**config.mk**
```make
export PLATFORM = sky130hd
export DESIGN_NAME = ivt_timer
export DESIGN_NICKNAME = d
export VERILOG_FILES = /design/src/rtl/ivt_pkg.sv /design/src/rtl/ivt_regs.sv /design/src/rtl/ivt_core.sv /design/src/rtl/ivt_rdmux.sv /design/src/rtl/ivt_timer.sv
export SDC_FILE = /design/constraint.sdc
export NUM_CORES = 1
export LEC_CHECK = 0
export BUFFER_PORTS_ARGS = -buffer_cell sky130_fd_sc_hd__buf_2
export CAP_MARGIN = 30
export CORE_MARGIN = 2
export CORE_UTILIZATION = 61
export CTS_BUF_LIST = sky130_fd_sc_hd__clkbuf_16
export DETAILED_ROUTE_END_ITERATION = 7
export PLACE_DENSITY = 0.87
export SLEW_MARGIN = 20
export SYNTH_ARGS = -nofsm -noshare
export SYNTH_HDL_FRONTEND = slang
export SYNTH_SLANG_ARGS = --single-unit
```
**constraint.sdc**
```tcl
create_clock -name clk -period 3.05 [get_ports clk]
set_input_delay 0.305 -clock clk [delete_from_list [all_inputs] [get_ports clk]]
set_output_delay 0.305 -clock clk [all_outputs]
set_load 0.02 [all_outputs]
```
**src/rtl/ivt_pkg.sv**
```systemverilog
package ivt_pkg;

    localparam int unsigned WORD_W     = 32;
    localparam int unsigned CNT_W      = 64;
    localparam int unsigned NWORDS     = CNT_W / WORD_W;

    // fixed byte offsets of the register map
    localparam int unsigned OFS_PER_LO = 'h00;
    localparam int unsigned OFS_CNT_LO = 'h08;
    localparam int unsigned OFS_STATUS = 'h18;
    localparam int unsigned WORD_STEP  = 4;

    // control word bit positions
    localparam int unsigned CB_EN      = 0;
    localparam int unsigned CB_MODE    = 1;
    localparam int unsigned CB_UNMASK  = 2;

    typedef enum logic [1:0] {
        ST_IDLE  = 2'd0,
        ST_COUNT = 2'd1,
        ST_HALT  = 2'd2
    } run_state_e;

    typedef struct packed {
        logic unmask;
        logic oneshot;
        logic en;
    } ctrl_t;

endpackage

```
**src/rtl/ivt_regs.sv**
```systemverilog
module ivt_regs
    import ivt_pkg::*;
#(
    parameter int unsigned ADDR_W   = 8,
    parameter int unsigned CTRL_OFS = 'h10
) (
    input  logic                clk,
    input  logic                rst_n,
    input  logic [ADDR_W-1:0]   bus_addr,
    input  logic                bus_we,
    input  logic [WORD_W-1:0]   bus_wdata,
    input  logic                fire,
    input  logic                halt,
    output logic [CNT_W-1:0]    period,
    output ctrl_t               ctrl,
    output logic                status,
    output logic                arm,
    output logic                disarm,
    output logic                irq
);

    localparam logic [ADDR_W-1:0] A_CTRL   = ADDR_W'(CTRL_OFS);
    localparam logic [ADDR_W-1:0] A_STATUS = ADDR_W'(OFS_STATUS);

    logic        wr_ctrl;
    logic        wr_status;
    logic        clr_req;
    ctrl_t       ctrl_q;
    logic        status_q;
    logic [WORD_W-1:0] per_w [NWORDS];

    assign wr_ctrl   = bus_we && (bus_addr == A_CTRL);
    assign wr_status = bus_we && (bus_addr == A_STATUS);
    assign clr_req   = wr_status && bus_wdata[0];

    // period words, one register per bus word
    for (genvar w = 0; w < NWORDS; w++) begin : g_per
        localparam logic [ADDR_W-1:0] A_W = ADDR_W'(OFS_PER_LO + WORD_STEP * w);
        always_ff @(posedge clk or negedge rst_n) begin
            if (!rst_n) begin
                per_w[w] <= '0;
            end else if (bus_we && (bus_addr == A_W)) begin
                per_w[w] <= bus_wdata;
            end
        end
        assign period[w*WORD_W +: WORD_W] = per_w[w];
    end

    // control word; a one-shot expiry drops the enable bit
    always_ff @(posedge clk or negedge rst_n) begin
        if (!rst_n) begin
            ctrl_q <= '0;
        end else if (wr_ctrl) begin
            ctrl_q.en      <= bus_wdata[CB_EN] & ~halt;
            ctrl_q.oneshot <= bus_wdata[CB_MODE];
            ctrl_q.unmask  <= bus_wdata[CB_UNMASK];
        end else if (halt) begin
            ctrl_q.en      <= 1'b0;
        end
    end

    // sticky status: expiry wins over a clear in the same cycle
    always_ff @(posedge clk or negedge rst_n) begin
        if (!rst_n) begin
            status_q <= 1'b0;
        end else if (fire) begin
            status_q <= 1'b1;
        end else if (clr_req) begin
            status_q <= 1'b0;
        end
    end

    always_comb begin
        arm    = wr_ctrl &&  bus_wdata[CB_EN] && !ctrl_q.en;
        disarm = wr_ctrl && !bus_wdata[CB_EN] &&  ctrl_q.en;
        ctrl   = ctrl_q;
        status = status_q;
        irq    = status_q && ctrl_q.unmask;
    end

endmodule

```
**src/rtl/ivt_core.sv**
```systemverilog
module ivt_core
    import ivt_pkg::*;
(
    input  logic              clk,
    input  logic              rst_n,
    input  logic              tick_en,
    input  logic              arm,
    input  logic              disarm,
    input  logic              oneshot,
    input  logic [CNT_W-1:0]  period,
    output logic [CNT_W-1:0]  cnt,
    output logic [CNT_W-1:0]  act_period,
    output logic              fire,
    output logic              halt,
    output logic              running
);

    run_state_e        state_q;
    run_state_e        state_d;
    logic [CNT_W-1:0]  cnt_q;
    logic [CNT_W-1:0]  act_q;
    logic              at_end;
    logic              expire;

    assign at_end = (cnt_q == act_q);
    assign expire = (state_q == ST_COUNT) && tick_en && at_end && !disarm;

    // next-state logic
    always_comb begin
        state_d = state_q;
        unique case (state_q)
            ST_IDLE: begin
                if (arm) state_d = ST_COUNT;                 // arm
            end
            ST_COUNT: begin
                if (disarm)               state_d = ST_IDLE;  // disarm
                else if (expire && oneshot) state_d = ST_HALT; // expire-once
            end
            ST_HALT: begin
                if (arm) state_d = ST_COUNT;                 // arm
            end
            default: state_d = ST_IDLE;
        endcase
    end

    // state register
    always_ff @(posedge clk or negedge rst_n) begin
        if (!rst_n) state_q <= ST_IDLE;
        else        state_q <= state_d;
    end

    // counter and active period
    always_ff @(posedge clk or negedge rst_n) begin
        if (!rst_n) begin
            cnt_q <= '0;
            act_q <= '0;
        end else if (arm) begin
            cnt_q <= '0;
            act_q <= period;
        end else if ((state_q == ST_COUNT) && tick_en && !disarm) begin
            if (at_end) begin
                if (!oneshot) begin                          // expire-wrap
                    cnt_q <= '0;
                    act_q <= period;
                end
            end else begin
                cnt_q <= cnt_q + 1'b1;
            end
        end
    end

    // outputs
    always_comb begin
        cnt        = cnt_q;
        act_period = act_q;
        fire       = expire;
        halt       = expire && oneshot;
        running    = (state_q == ST_COUNT);
    end

endmodule

```
**src/rtl/ivt_rdmux.sv**
```systemverilog
module ivt_rdmux
    import ivt_pkg::*;
#(
    parameter int unsigned ADDR_W   = 8,
    parameter int unsigned CTRL_OFS = 'h10
) (
    input  logic [ADDR_W-1:0]  bus_addr,
    input  logic [CNT_W-1:0]   period,
    input  logic [CNT_W-1:0]   cnt,
    input  ctrl_t              ctrl,
    input  logic               status,
    output logic [WORD_W-1:0]  bus_rdata
);

    localparam logic [ADDR_W-1:0] A_CTRL   = ADDR_W'(CTRL_OFS);
    localparam logic [ADDR_W-1:0] A_STATUS = ADDR_W'(OFS_STATUS);

    logic [WORD_W-1:0] per_hit [NWORDS];
    logic [WORD_W-1:0] cnt_hit [NWORDS];

    for (genvar w = 0; w < NWORDS; w++) begin : g_words
        localparam logic [ADDR_W-1:0] A_P = ADDR_W'(OFS_PER_LO + WORD_STEP * w);
        localparam logic [ADDR_W-1:0] A_C = ADDR_W'(OFS_CNT_LO + WORD_STEP * w);
        assign per_hit[w] = (bus_addr == A_P) ? period[w*WORD_W +: WORD_W] : '0;
        assign cnt_hit[w] = (bus_addr == A_C) ? cnt[w*WORD_W +: WORD_W]    : '0;
    end

    always_comb begin
        bus_rdata = '0;
        for (int w = 0; w < NWORDS; w++) begin
            bus_rdata = bus_rdata | per_hit[w] | cnt_hit[w];
        end
        if (bus_addr == A_CTRL) begin
            bus_rdata[CB_EN]     = ctrl.en;
            bus_rdata[CB_MODE]   = ctrl.oneshot;
            bus_rdata[CB_UNMASK] = ctrl.unmask;
        end
        if (bus_addr == A_STATUS) begin
            bus_rdata[0] = status;
        end
    end

endmodule

```
**src/rtl/ivt_timer.sv**
```systemverilog
module ivt_timer
    import ivt_pkg::*;
#(
    parameter int unsigned ADDR_W   = 8,
    parameter int unsigned CTRL_OFS = 'h10
) (
    input  logic                clk,
    input  logic                rst_n,
    input  logic                tick_en,
    input  logic [ADDR_W-1:0]   bus_addr,
    input  logic                bus_we,
    input  logic [31:0]         bus_wdata,
    output logic [31:0]         bus_rdata,
    output logic                irq
);

    logic [CNT_W-1:0] period_w;
    logic [CNT_W-1:0] cnt_w;
    logic [CNT_W-1:0] act_w;
    ctrl_t            ctrl_w;
    logic             status_w;
    logic             arm_w;
    logic             disarm_w;
    logic             fire_w;
    logic             halt_w;
    logic             running_w;

    ivt_regs #(.ADDR_W(ADDR_W), .CTRL_OFS(CTRL_OFS)) u_regs (
        .clk       (clk),
        .rst_n     (rst_n),
        .bus_addr  (bus_addr),
        .bus_we    (bus_we),
        .bus_wdata (bus_wdata),
        .fire      (fire_w),
        .halt      (halt_w),
        .period    (period_w),
        .ctrl      (ctrl_w),
        .status    (status_w),
        .arm       (arm_w),
        .disarm    (disarm_w),
        .irq       (irq)
    );

    ivt_core u_core (
        .clk        (clk),
        .rst_n      (rst_n),
        .tick_en    (tick_en),
        .arm        (arm_w),
        .disarm     (disarm_w),
        .oneshot    (ctrl_w.oneshot),
        .period     (period_w),
        .cnt        (cnt_w),
        .act_period (act_w),
        .fire       (fire_w),
        .halt       (halt_w),
        .running    (running_w)
    );

    ivt_rdmux #(.ADDR_W(ADDR_W), .CTRL_OFS(CTRL_OFS)) u_rdmux (
        .bus_addr  (bus_addr),
        .period    (period_w),
        .cnt       (cnt_w),
        .ctrl      (ctrl_w),
        .status    (status_w),
        .bus_rdata (bus_rdata)
    );

endmodule

```
==> results_dict.tcl <==
set metrics [dict create \
    syn_nets 1124 \
    core_um2 17240 \
    ys_seq_area_share_pct 46.36 \
    power_density_nw_per_um2 433.7 \
    synthDominantCellAreaShare_pct 46.36 \
    cts_tree "built" \
    syn_avg_cell_area_um2 9.904 \
    gr-total-overflow 0 \
    grt_antenna_before_repair 0 \
    setup_tns_ns 0 \
    chipHeight_um 136.4 \
    cp_top_family "simple AND/OR/NAND/NOR gates" \
    cp_max_fo 24 \
    antenna_cells 0 \
    holdPathEnd "u_regs.period[26]" \
    worst_pin_slew_ns 0.8163 \
    report.final.slew_viol_count 0 \
    pin_count 77 \
    async_reset_ff_share_pct 100.0 \
    grt_max_degree 74 \
    synth-edff-count 0 \
    port_buffers 76 \
    area_growth_pct 13.61 \
    track_usage_pct 33.30 \
    clk_path_buf_depth 2 \
    worstPathCellList "xnor2_1 > nand4_1 > nor4_1 > nand4_1 > buf_4 > a211oi_2 > buf_4 > nor4_1 > o21a_1" \
    yosys_warnings 0 \
    clkTransAtPathRegs_ns 0.08 \
    crit_path_start_kind "register" \
    slowest_stage "dfrtp_1" \
    cts.htree.levels 4 \
    fmax_mhz 364.3 \
    syn_area_um2 10690 \
    fin_nets 1200 \
    clock_sinks 198 \
    rsz0062_at_grt "false" \
    gp_congestion 0.9835 \
    finalWirelength_mm 29.39 \
    cp.buffers_inverters 2 \
    cts-root-buf "clkbuf_16" \
    die_area_um2 18590 \
    finalHoldViolCount 0 \
    worstHoldStart "bus_wdata[26]" \
    syn_inst 1079 \
    worstReg2RegEnd "u_core.cnt[47]" \
    drive_above_1_share_pct 23.56 \
    drtIter0Drc 1022 \
    synthFlopType "dfrtp_1" \
    drt-pass1-iter-count 6 \
    fin_skew_ns 0.01339 \
    initial_core_util_pct 62.00 \
    synth_cell_type_count 54 \
    reg2reg_depth 9 \
    min_period_ns 2.745 \
    cts-hold-fix-buffers 1 \
    routedWlPerCell_um 21.11 \
    cp_slowest_stage_delay_ns 0.47 \
    arrival_ns 3.08 \
    cts_buffers 17 \
    placementRows 48 \
    critical_path_class "register to register" \
    vias_per_cell 6.445 \
    rrSetupSlack_ns 0.31 \
    synth_seq_cells 198 \
    post-route-period-util_pct 89.99 \
    synth_top_area_cell "dfrtp_1" \
    finalSetupViolCount 0 \
    grt_pass1_wl_mm 47.32 \
    p_leak_nw 5.613 \
    chipWidth_um 136.4 \
    worstSkewPairLatency_ns 0.45 \
    r2r-start "u_core.cnt[29]" \
    whs_path_depth 2 \
    antenna_left 0 \
    worstHoldPathType "input port to register" \
    cap_violations 0 \
    netlist_top_cells_area "dfrtp_1 46%, nand2_1 8.6%, mux2_2 6.8%" \
    relSlewSlack_pct 45.47 \
    dp_hpwl_mm 20.22 \
    via_count 8971 \
    postCtsSetupRepairBufs 0 \
    grt_pass1_vias 8709 \
    route.detailed.drc 0 \
    ctsResizeCount 0 \
    final_core_util_pct 70.43 \
    status "completed" \
    end_kind "register" \
    ir_drop_mv 0.4758 \
    worstPathRequired_ns 3.38 \
]
[kinds of logic after synthesis]
logic type               after synthesis  synth area share [%]
AO/OA/AOI/OAI                        132                 7.622
XOR/XNOR                              73                 5.983
adder cells (fa/ha/maj)                1                0.1171
buffers and inverters                 92                 3.864
flip-flops                           198                 46.36
multiplexers                         103                 14.16
AND/OR/NAND/NOR                      480                 21.89
[final cells by class]
class,count,area [µm²]
multi-input cells,789,5349
fillers,1220,5096
flip-flops and latches,198,4955
repair buffers,132,899.6
clock buffers,17,425.4
well taps,225,281.5
clock inverters,14,166.4
inverters,17,63.81
[worst register-to-register path: cells and delay by family, from the launching register on]
family                 cells  cell delay [ns]
AO/OA/AOI/OAI              2             0.41
flip-flops                 1             0.47
XOR/XNOR                   1             0.38
buffers and inverters      2             0.52
AND/OR/NAND/NOR            4             0.85
[how the worst max path moves through the flow]
| stage | startpoint | end | cells after the start |
|---|---|---|---|
| floorplan | bus_addr[0] | u_core.cnt[4] | 8 |
| global placement | bus_addr[0] | u_core.cnt[4] | 9 |
| detailed placement | bus_addr[0] | u_core.act_period[31] | 10 |
| CTS | u_core.cnt[29] | u_core.cnt[47] | 9 |
| global route | u_core.cnt[29] | u_core.cnt[53] | 9 |
| finish | u_core.cnt[29] | u_core.cnt[47] | 9 |
[synthesized netlist by cell type, drive strengths merged (13+ instances only)]
library cell,number
or4,21
mux4,32
nor3,13
inv,17
and2,37
nand2,244
clkbuf,32
mux2,65
o21ai,35
nor2,35
nand4,36
xnor2,73
buf,43
nand3,24
a21oi,56
nor4,14
or3,22
dfrtp,198
[sequential cells by signal (all words and copies together), names as in the netlist]
name	cells
u_regs.period	64
u_regs.ctrl	3
u_core.state_q	2
u_regs.status	1
u_core.cnt	64
u_core.act_period	64
[per-layer routing]
| layer | vias up | routed length, µm | global-route usage (%) |
|---|---|---|---|
| met4 | 2 | 1065 | 12.73 |
| li1 | 3930 | - | - |
| met2 | 480 | 14280 | 53.66 |
| met3 | 75 | 2519 | 6.525 |
| met5 | - | 39 | 0 |
| met1 | 4484 | 11490 | 44.97 |
[power breakdown]
part	switching, W	internal, W	leakage [nW]
logic	0.000125	0.000105	2.60
registers	0.0000441	0.00267	2.72
clock network	0.00109	0.00123	0.286
total	0.00126	0.00401	5.61
[cell usage in the layout, fill, tap and decap left out, types with 4 or more instances in the layout]
cell type,count
o21ai_1,4
and4_1,7
buf_4,48
mux2_2,65
xnor2_1,73
inv_1,17
nor2_1,35
or3_1,22
inv_6,4
o21a_1,5
nand2_1,244
dfrtp_1,198
and3_1,8
clkbuf_16,17
a32oi_1,4
o211ai_1,4
nand2b_1,8
buf_12,7
a21oi_1,53
o31ai_1,10
nand3_1,24
mux4_2,32
nor4_1,13
and2_1,37
or4_1,20
mux2i_1,6
o21ai_0,30
buf_2,75
nand4_1,36
nor3_1,11
[metrics by stage]
| stage | hold slack, ns | std cells | worst slack, ns | power (W) | instance area, µm² |
|---|---|---|---|---|---|
| finish | 0.09570 | 1392 | 0.3054 | 0.005265 | 12140 |
| global route | 0.1093 | 1392 | 0.08716 | 0.005377 | 12140 |
| CTS | 0.09382 | 1392 | 0.3662 | 0.005274 | 12140 |
| detailed placement | 0.3356 | 1360 | 0.3202 | 0.002992 | 11540 |
| global placement | 0.3402 | 1360 | 0.3755 | 0.002981 | 11540 |
| floorplan | 0.009409 | 1079 | 0.7180 | 0.002860 | 10690 |
Power figures use the tool's default switching activity.
